File: src/rtl/sd_cmd_pkg.sv
package sd_cmd_pkg;

  localparam int ARG_W     = 32;
  localparam int CMD_W     = 16;
  localparam int STS_W     = 16;
  localparam int PRS_W     = 32;
  localparam int IDX_W     = 6;
  localparam int DAT_W     = 4;
  localparam int WORD_W    = 32;
  localparam int RSP_WORDS = 4;
  localparam int RSP_W     = WORD_W * RSP_WORDS;
  localparam int CRC_BYTE  = 8;

  // status bit positions
  localparam int ST_DONE = 0;
  localparam int ST_TMO  = 8;
  localparam int ST_CRC  = 9;
  localparam int ST_IDX  = 11;
  localparam int ST_ERR  = 15;

  // present-state layout
  localparam int PS_CMD_INH = 0;
  localparam int PS_DAT_INH = 1;
  localparam int PS_DAT_LO  = 20;

  typedef enum logic [1:0] {
    RSP_NONE       = 2'd0,
    RSP_LONG       = 2'd1,
    RSP_SHORT      = 2'd2,
    RSP_SHORT_BUSY = 2'd3
  } rsp_kind_e;

  typedef struct packed {
    logic [IDX_W-1:0] index;
    logic             data_present;
    logic             idx_chk;
    logic             crc_chk;
    rsp_kind_e        kind;
  } cmd_fields_t;

  function automatic logic needs_dat(input cmd_fields_t f);
    return f.data_present | (f.kind == RSP_SHORT_BUSY);
  endfunction

  // long response image with the trailing CRC byte removed
  function automatic logic [RSP_W-1:0] drop_crc(input logic [RSP_W-1:0] raw);
    return {{CRC_BYTE{1'b0}}, raw[RSP_W-1:CRC_BYTE]};
  endfunction

endpackage

File: src/rtl/sd_cmd_decode.sv
module sd_cmd_decode
  import sd_cmd_pkg::*;
(
  input  logic [CMD_W-1:0] cmd_word,
  input  logic             cmd_we,
  input  logic             cmd_inh,
  input  logic             dat_inh,
  output cmd_fields_t      fields,
  output logic             accept
);

  logic unused_bits;
  assign unused_bits = ^{cmd_word[15:14], cmd_word[7:6], cmd_word[2]};

  always_comb begin
    fields.index        = cmd_word[13:8];
    fields.data_present = cmd_word[5];
    fields.idx_chk      = cmd_word[4];
    fields.crc_chk      = cmd_word[3];
    fields.kind         = rsp_kind_e'(cmd_word[1:0]);
  end

  assign accept = cmd_we & ~cmd_inh & ~(dat_inh & needs_dat(fields));

endmodule

File: src/rtl/sd_cmd_timer.sv
module sd_cmd_timer #(
  parameter int W = 16
) (
  input  logic         clk,
  input  logic         rst_n,
  input  logic         arm,
  input  logic         disarm,
  input  logic [W-1:0] limit,
  output logic         running,
  output logic         hit
);

  logic [W-1:0] cnt;

  always_ff @(posedge clk) begin
    if (!rst_n) begin
      running <= 1'b0;
      cnt     <= '0;
    end else if (arm) begin
      running <= 1'b1;
      cnt     <= '0;
    end else if (disarm) begin
      running <= 1'b0;
    end else if (running && cnt != '1) begin
      cnt <= cnt + 1'b1;
    end
  end

  assign hit = running & (cnt == limit);

endmodule

File: src/rtl/sd_cmd_status.sv
module sd_cmd_status
  import sd_cmd_pkg::*;
(
  input  logic             clk,
  input  logic             rst_n,
  input  logic [STS_W-1:0] set_mask,
  input  logic             clr_we,
  input  logic [STS_W-1:0] clr_mask,
  output logic [STS_W-1:0] sts_o
);

  logic [STS_W-1:0] sts_q;
  logic [STS_W-1:0] clr_eff;

  assign clr_eff = clr_we ? clr_mask : '0;

  always_ff @(posedge clk) begin
    if (!rst_n) sts_q <= '0;
    else        sts_q <= (sts_q & ~clr_eff) | set_mask;
  end

  always_comb begin
    sts_o         = sts_q;
    sts_o[ST_ERR] = sts_q[ST_TMO] | sts_q[ST_CRC] | sts_q[ST_IDX];
  end

endmodule

File: src/rtl/sd_cmd_issue.sv
module sd_cmd_issue
  import sd_cmd_pkg::*;
#(
  parameter int TMO_W = 16
) (
  input  logic               clk,
  input  logic               rst_n,
  input  logic               arg_we,
  input  logic [ARG_W-1:0]   arg_wdata,
  input  logic               cmd_we,
  input  logic [CMD_W-1:0]   cmd_wdata,
  input  logic               clr_we,
  input  logic [STS_W-1:0]   clr_wdata,
  input  logic [TMO_W-1:0]   tmo_limit,
  input  logic [DAT_W-1:0]   dat_lvl,
  input  logic               dat_xfer_done,
  output logic               seq_start,
  output logic               seq_abort,
  output logic [IDX_W-1:0]   seq_index,
  output logic [ARG_W-1:0]   seq_arg,
  output logic [1:0]         seq_rsp_len,
  input  logic               seq_done,
  input  logic               seq_crc_ok,
  input  logic               seq_idx_ok,
  input  logic [RSP_W-1:0]   seq_rsp,
  output logic [PRS_W-1:0]   prs_state,
  output logic [STS_W-1:0]   int_status,
  output logic [WORD_W-1:0]  resp0,
  output logic [WORD_W-1:0]  resp1,
  output logic [WORD_W-1:0]  resp2,
  output logic [WORD_W-1:0]  resp3
);

  localparam int DAT_HI = PS_DAT_LO + DAT_W - 1;

  // named internal events
  logic acc_evt, done_evt, tmo_evt;
  logic tmr_run, tmr_hit;

  cmd_fields_t       dec_fields;
  logic [ARG_W-1:0]  arg_q;
  logic              cmd_inh, busy_hold, data_hold, dat_inh;
  rsp_kind_e         kind_q;
  logic              crc_chk_q, idx_chk_q;
  logic [STS_W-1:0]  set_mask;
  logic [RSP_W-1:0]  long_img;
  logic [RSP_W-1:0]  resp_flat;

  assign dat_inh = busy_hold | data_hold;

  sd_cmd_decode u_dec (
    .cmd_word (cmd_wdata),
    .cmd_we   (cmd_we),
    .cmd_inh  (cmd_inh),
    .dat_inh  (dat_inh),
    .fields   (dec_fields),
    .accept   (acc_evt)
  );

  sd_cmd_timer #(.W(TMO_W)) u_tmr (
    .clk     (clk),
    .rst_n   (rst_n),
    .arm     (acc_evt),
    .disarm  (done_evt | tmo_evt),
    .limit   (tmo_limit),
    .running (tmr_run),
    .hit     (tmr_hit)
  );

  assign done_evt = tmr_run & seq_done;
  assign tmo_evt  = tmr_hit & ~seq_done;

  always_comb begin
    set_mask = '0;
    if (done_evt) begin
      set_mask[ST_DONE] = 1'b1;
      set_mask[ST_CRC]  = crc_chk_q & ~seq_crc_ok;
      set_mask[ST_IDX]  = idx_chk_q & ~seq_idx_ok;
    end
    if (tmo_evt) set_mask[ST_TMO] = 1'b1;
  end

  sd_cmd_status u_sts (
    .clk      (clk),
    .rst_n    (rst_n),
    .set_mask (set_mask),
    .clr_we   (clr_we),
    .clr_mask (clr_wdata),
    .sts_o    (int_status)
  );

  // command launch and line inhibits
  always_ff @(posedge clk) begin
    if (!rst_n) begin
      arg_q       <= '0;
      cmd_inh     <= 1'b0;
      busy_hold   <= 1'b0;
      data_hold   <= 1'b0;
      kind_q      <= RSP_NONE;
      crc_chk_q   <= 1'b0;
      idx_chk_q   <= 1'b0;
      seq_start   <= 1'b0;
      seq_abort   <= 1'b0;
      seq_index   <= '0;
      seq_arg     <= '0;
      seq_rsp_len <= '0;
    end else begin
      seq_start <= acc_evt;
      seq_abort <= tmo_evt;
      if (arg_we) arg_q <= arg_wdata;

      if (acc_evt) begin
        cmd_inh     <= 1'b1;
        kind_q      <= dec_fields.kind;
        crc_chk_q   <= dec_fields.crc_chk;
        idx_chk_q   <= dec_fields.idx_chk;
        seq_index   <= dec_fields.index;
        seq_arg     <= arg_q;
        seq_rsp_len <= dec_fields.kind;
      end else if (done_evt || tmo_evt) begin
        cmd_inh <= 1'b0;
      end

      if (tmo_evt) begin
        busy_hold <= 1'b0;
        data_hold <= 1'b0;
      end else begin
        if (busy_hold && !cmd_inh && dat_lvl[0]) busy_hold <= 1'b0;
        if (data_hold && dat_xfer_done)          data_hold <= 1'b0;
        if (acc_evt && dec_fields.kind == RSP_SHORT_BUSY) busy_hold <= 1'b1;
        if (acc_evt && dec_fields.data_present)           data_hold <= 1'b1;
      end
    end
  end

  // response words
  assign long_img = drop_crc(seq_rsp);

  for (genvar w = 0; w < RSP_WORDS; w++) begin : g_rsp
    logic [WORD_W-1:0] word_q;
    always_ff @(posedge clk) begin
      if (!rst_n) begin
        word_q <= '0;
      end else if (done_evt) begin
        if (kind_q == RSP_LONG)
          word_q <= long_img[w*WORD_W +: WORD_W];
        else if (w == 0 && (kind_q == RSP_SHORT || kind_q == RSP_SHORT_BUSY))
          word_q <= seq_rsp[WORD_W-1:0];
      end
    end
    assign resp_flat[w*WORD_W +: WORD_W] = word_q;
  end

  assign resp0 = resp_flat[0*WORD_W +: WORD_W];
  assign resp1 = resp_flat[1*WORD_W +: WORD_W];
  assign resp2 = resp_flat[2*WORD_W +: WORD_W];
  assign resp3 = resp_flat[3*WORD_W +: WORD_W];

  always_comb begin
    prs_state                 = '0;
    prs_state[PS_CMD_INH]     = cmd_inh;
    prs_state[PS_DAT_INH]     = dat_inh;
    prs_state[DAT_HI:PS_DAT_LO] = dat_lvl;
  end

endmodule

File: config.mk
export PLATFORM = sky130hd
export DESIGN_NAME = sd_cmd_issue
export DESIGN_NICKNAME = d
export VERILOG_FILES = /design/src/rtl/sd_cmd_pkg.sv /design/src/rtl/sd_cmd_decode.sv /design/src/rtl/sd_cmd_timer.sv /design/src/rtl/sd_cmd_status.sv /design/src/rtl/sd_cmd_issue.sv
export SDC_FILE = /design/constraint.sdc
export NUM_CORES = 1
export LEC_CHECK = 0
export BUFFER_PORTS_ARGS = -buffer_cell sky130_fd_sc_hd__clkbuf_2
export CAP_MARGIN = 30
export CORE_AREA = 2 2 172 174
export DETAILED_ROUTE_END_ITERATION = 8
export DIE_AREA = 0 0 174 176
export SLEW_MARGIN = 20
export SYNTH_ARGS = -nofsm -noshare
export SYNTH_HDL_FRONTEND = slang
export SYNTH_SLANG_ARGS = --single-unit
File: constraint.sdc
create_clock -name clk -period 1.6 [get_ports clk]
set_input_delay 0 -clock clk [delete_from_list [all_inputs] [get_ports clk]]
set_output_delay 0 -clock clk [all_outputs]
set_load 0.005 [all_outputs]
; Word level (Yosys, flattened, before mapping)
; Cells that the tools add are included.
; W data, S select, Z words.
[word_totals]
output_inout_bits = 218
register_bits = 232
wordCells = 82
[op_classes]
muxes = 15
reduce_logical = 19
n_eq_ne = 6
n_bitwise = 23
addsub = 1
[ops]
columns = operator, n
row1 = $mux W32, 2
row2 = $add A16 B1 Y16 const B, 1
row3 = $and A16 B16 Y16, 1
row4 = $eq A16 B16 Y1, 1
row5 = $mux W16, 1
row6 = $ne A16 B16 Y1 const B, 1
row7 = $not A16 Y16, 1
row8 = $or A16 B12 Y16, 1
row9 = $mux W1, 12
row10 = $reduce_bool A2 Y1, 5
row11 = $and A1 B1 Y1, 8
row12 = $not A1 Y1, 7
row13 = $eq A2 B2 Y1 const B, 3
row14 = $logic_and A1 B1 Y1, 6
row15 = $reduce_and A2 Y1, 3
row16 = $or A1 B1 Y1, 5
row17 = $reduce_or A2 Y1, 2
row18 = $eq A2 B1 Y1 const B, 1
row19 = $logic_or A1 B1 Y1, 2
row20 = $logic_not A1 Y1, 1

; Longest topological paths before layout
[logic_depth]
ltp_word = 7
mapped_depth = 8

; By module
; Synthesis repeated with hierarchy kept, for this count alone.
[unflattened]
cells_unflattened = 1072
hier_area_um2 = 9783.1
[modules_own_cells]
columns = mod, instances, seq_area_each_um2, area_each_um2, cells_each
row1 = sd_cmd_issue, 1, 3983.8, 8002.7, 868
row2 = sd_cmd_timer, 1, 340.3, 1131.1, 127
row3 = sd_cmd_status, 1, 300.3, 548.0, 63
row4 = sd_cmd_decode, 1, 0.0, 101.3, 14

; Worst setup path after synthesis
; No wires, ideal clock.
[synth_path]
path_kind = flip-flop to flip-flop
startpoint = register u_tmr.cnt[0]
endpoint = register u_tmr.cnt[5]
period_less_slack_ps = 1776
n_path_buf = 1
slack_ps = -176
t_required_ps = 1530
path_stages_with_launch = 9
setup_ps = 70
t_arrival_ps = 1705
cell_sequence = dfxtp_1 ha_1 nand3_1 nor2_1 nand4_1 nand2_1 buf_2 or4_1 a21oi_1
[synth_via]
elab_chain_cells = 6
[synth_rtl]
columns = item, line
row1 = from (decl), sd_cmd_timer.sv:13  ; logic [W-1:0] cnt;
row2 = from (signal assigned), sd_cmd_timer.sv:25  ; cnt <= cnt + 1'b1;
row3 = $eq A16 B16 Y1, sd_cmd_timer.sv:29  ; assign hit = running & (cnt == limit);
row4 = $and A1 B1 Y1, sd_cmd_timer.sv:29
row5 = $and A1 B1 Y1, sd_cmd_issue.sv:71  ; assign tmo_evt = tmr_hit & ~seq_done;
row6 = $or A1 B1 Y1, sd_cmd_issue.sv:64  ; .disarm (done_evt | tmo_evt),
row7 = $not A1 Y1 (no source line), -
row8 = $reduce_and A2 Y1 (no source line), -
; Several ways; a longest one is shown, not always the timed one.
; A chain may end at the register's enable or synchronous reset.

; Final worst setup path
[layout_path]
startpoint = register u_tmr.cnt[13]
endpoint = register u_tmr.cnt[12]
[layout_via]
elab_chain_cells = 6
[layout_rtl]
columns = item, line
row1 = $eq A16 B16 Y1, sd_cmd_timer.sv:29
row2 = $and A1 B1 Y1, sd_cmd_timer.sv:29
row3 = $and A1 B1 Y1, sd_cmd_issue.sv:71
row4 = $or A1 B1 Y1, sd_cmd_issue.sv:64
row5 = $not A1 Y1 (no source line), -
row6 = $reduce_and A2 Y1 (no source line) *, -
; Mark *: on every way between the ends. The rest lies on a longest branch, timed or not.

==> metrics <==
status=finished with violations; failing checks=setup timing; critical path class=register to register; placed cell area=0.0120 mm²; CP max FO=19; Die ar.=0.0306 mm²; antenna violations before repair=1; CTS sink cnt=230; register area share after synthesis=0.488; clk_lat worst skew=0.52 ns; skew final=0.0102 ns; DRC Markers=0; starting DRC count in detailed routing=411; Initial Util=0.330; P_leak=7.22 nW; RSZ-0062 raised after global routing=true; post-synthesis cell count=1062; TritonCTS clock tree=built; Die Y=176 µm; Core ar.=0.0285 mm²; Tot Pwr=0.0133 W; first-pass GRT wire length=49.7 mm; Final Cycle Share=1.10; hpwl dp=20.1 mm; flops & latches, synth=230; Chip Width=174 µm; largest net degree at the start of global routing=89; synthesized area per cell=8.88 µm²; design area=0.0155 mm²; Max Buffers Root-to-Sink=3; grt met2 use=0.347; placed cell count=1812; # IOs=439; Peak Freq=0.569 GHz; CTS H-tree lvls=1; Top Usage Layer GRT=met2; CP peak stage delay=0.51 ns; crit-path cells=xor2_2 > nor4_2 > and4b_4 > buf_12 > or4_1 > a21oi_1; reg-to-reg setup timing slack=-0.16 ns; GP Congestion=0.864; YS warnings=0; Final WS setup=-0.158 ns; DR vias/cell=4.60; Fillers=2527; Hold Violations, Final=0; number of global-route vias before repair=9803; vias=9590; area of the multi-input gates=0.00467 mm²; critical path data required time=2.05 ns; Reg area=0.00464 mm²; grt ovf=0; CTS Buf Count=27; Final Non-Filler Cells=2083; Critical-path top delay cell=or4_1; Final Max Slew Viols=0; Critical Path Sink Type=register; maximum vdd ir drop=0.674 mV; met3 Track Usage GR=0.0528; final net count=1906; Detail Route Antenna Nets=0; post-synthesis cell area=0.00943 mm²; Root Driver=clkbuf_16; drt first pass iters=5; wire length per cell=15.7 µm; Pwr Density=854 mW/mm²; Final Critical Period=1.76 ns; Hold Path Class=primary input to primary output; total track usage=0.198; layout cell share with drive strength beyond 1=0.335; setup violators final=18; row count=62; post-synth cell types=38; arrival time at the worst endpoint=2.21 ns; Reg clk slew, reported paths=0.05 ns; Layout area overhead=64.8%; MaxCap Viol Count=0; port bufs=392; GR Util met1=0.229; final wirelength=32.7 mm; Setup crit start kind=register
==> what timing repair did <==
item                                    4_1_cts  5_1_grt
cloned                                        2        5
endpoints found under the setup margin       48       91
resized for setup                            29       90
hold endpoints to repair                    182        0
pin swaps                                    10       14
hold buffers                                207        0
setup buffers                                 7        8
==> cell families (layout without fill, tap and decap cells) <==
| kind of cell | count (synthesis) | after routing | synth area share |
|---|---|---|---|
| AND/OR/NAND/NOR | 420 | 420 | 0.193 |
| flip-flops | 230 | 230 | 0.488 |
| AO/OA/AOI/OAI | 214 | 214 | 0.169 |
| buffers and inverters | 115 | 716 | 0.0638 |
| multiplexers | 65 | 65 | 0.0690 |
| XOR/XNOR | 16 | 16 | 0.0149 |
| adder cells (fa/ha/maj) | 1 | 1 | 0.00133 |
| other | 1 | 37 | 0.000398 |
==> stage by stage <==
| stage | setup TNS [ns] | utilization | hold WS, ns | setup WS (ns) |
|---|---|---|---|---|
| floorplan | -0.144 | - | 0.0808 | -0.0525 |
| global placement | -1.51 | 0.421 | 0.0000346 | -0.168 |
| detailed placement | -1.95 | 0.421 | 0.0000346 | -0.196 |
| CTS | -0.856 | 0.529 | 0.0000346 | -0.0971 |
| global route | -5.37 | 0.544 | 0.0000152 | -0.221 |
| finish | -1.55 | 0.544 | 0.00000931 | -0.158 |
==> power by group <==
group / total, W / switching [W] / internal [W]
Sequential: 0.00594 / 0.0000752 / 0.00586
Clock: 0.00570 / 0.00236 / 0.00334
Combinational: 0.00162 / 0.000706 / 0.000917
==> sequential cells by signal, indices dropped and copies added, names as in the netlist, 2 cells and up <==
name         count
resp1           32
u_sts.sts_q     15
resp0           32
seq_arg         32
resp2           32
arg_q           32
u_tmr.cnt       16
seq_index        6
resp3           24
kind_q           2
==> metal layers <==
metal  part of all wire  up-vias
met5                  0        -
met3              0.069       77
met1               0.41     4444
li1                   -     4720
met4              0.032        0
met2               0.49      349
==> worst paths after layout <==
check                               startpoint        endpoint  cells past startpoint
worst max-delay path             u_tmr.cnt[13]   u_tmr.cnt[12]                      6
worst min-delay path                dat_lvl[1]   prs_state[21]                      0
worst max register to register   u_tmr.cnt[13]   u_tmr.cnt[12]                      6
worst min register to register  u_sts.sts_q[0]  u_sts.sts_q[0]                      2
==> layout make-up <==
cell class / instances / area share
Sequential cell: 230 / 0.298
Inverter: 3 / 0.000725
Clock buffer: 35 / 0.0473
Antenna cell: 3 / 0.000483
Clock inverter: 6 / 0.00387
Multi-Input combinational cell: 750 / 0.301
Timing Repair Buffer: 672 / 0.318
Tap cell: 384 / 0.0309
==> layout by cell type (no fill, tap or decap), drive strengths merged, types with 3 or more instances in the layout <==
cell type and instances:
a21boi 132, a21oi 29, and2 6, buf 69
clkbuf 431, clkinv 3, conb 34, dfxtp 230
diode 3, dlygate4sd3 206, inv 3, mux2i 65
nand2 319, nand2b 4, nand3 8, nand4 9
nor2 8, nor2b 37, nor3b 4, nor4 4
o211a 32, o21ai 9, o31ai 8, or3 8
or4 7, xnor2 11, xor2 5
==> cell usage after synthesis <==
library cell / count / share of area
nand2_1: 319 / 0.13
dfxtp_1: 230 / 0.49
a21boi_0: 124 / 0.099
mux2i_1: 65 / 0.069
clkbuf_1: 58 / 0.023
buf_4: 40 / 0.032
nor2b_1: 37 / 0.025
o211a_1: 32 / 0.034
a21oi_1: 29 / 0.015
xnor2_1: 11 / 0.010
buf_2: 10 / 0.0053
nand4_1: 9 / 0.0060
a21boi_1: 8 / 0.0064
nand3_1: 8 / 0.0042
nor2_1: 8 / 0.0032
o21ai_0: 8 / 0.0042
o31ai_1: 8 / 0.0064
or3_1: 8 / 0.0053
or4_1: 7 / 0.0056
and2_1: 6 / 0.0040
xor2_1: 5 / 0.0046
nand2b_1: 4 / 0.0027
nor3b_1: 4 / 0.0032
nor4_1: 4 / 0.0027
buf_1: 3 / 0.0012
inv_1: 3 / 0.0012
nor3_1: 2 / 0.0011
o21a_1: 2 / 0.0016
a32oi_1: 1 / 0.00093
and3_1: 1 / 0.00066
and4b_4: 1 / 0.0015
buf_6: 1 / 0.0012
conb_1: 1 / 0.00040
ha_1: 1 / 0.0013
nand4bb_1: 1 / 0.0012
o211ai_1: 1 / 0.00080
o21ai_1: 1 / 0.00053
or2_2: 1 / 0.00066
==> worst max-delay path: cells and delay by family, from the launching register on <==
family | cells | cell delay [ns]
DFF | 1 | 0.38
AOI/OAI and AO/OA | 1 | 0.13
buffers and inverters | 1 | 0.16
and+or+nand+nor | 3 | 0.81
xor gates and xnor gates | 1 | 0.20
Note: power is estimated with default switching activity, not from simulation.
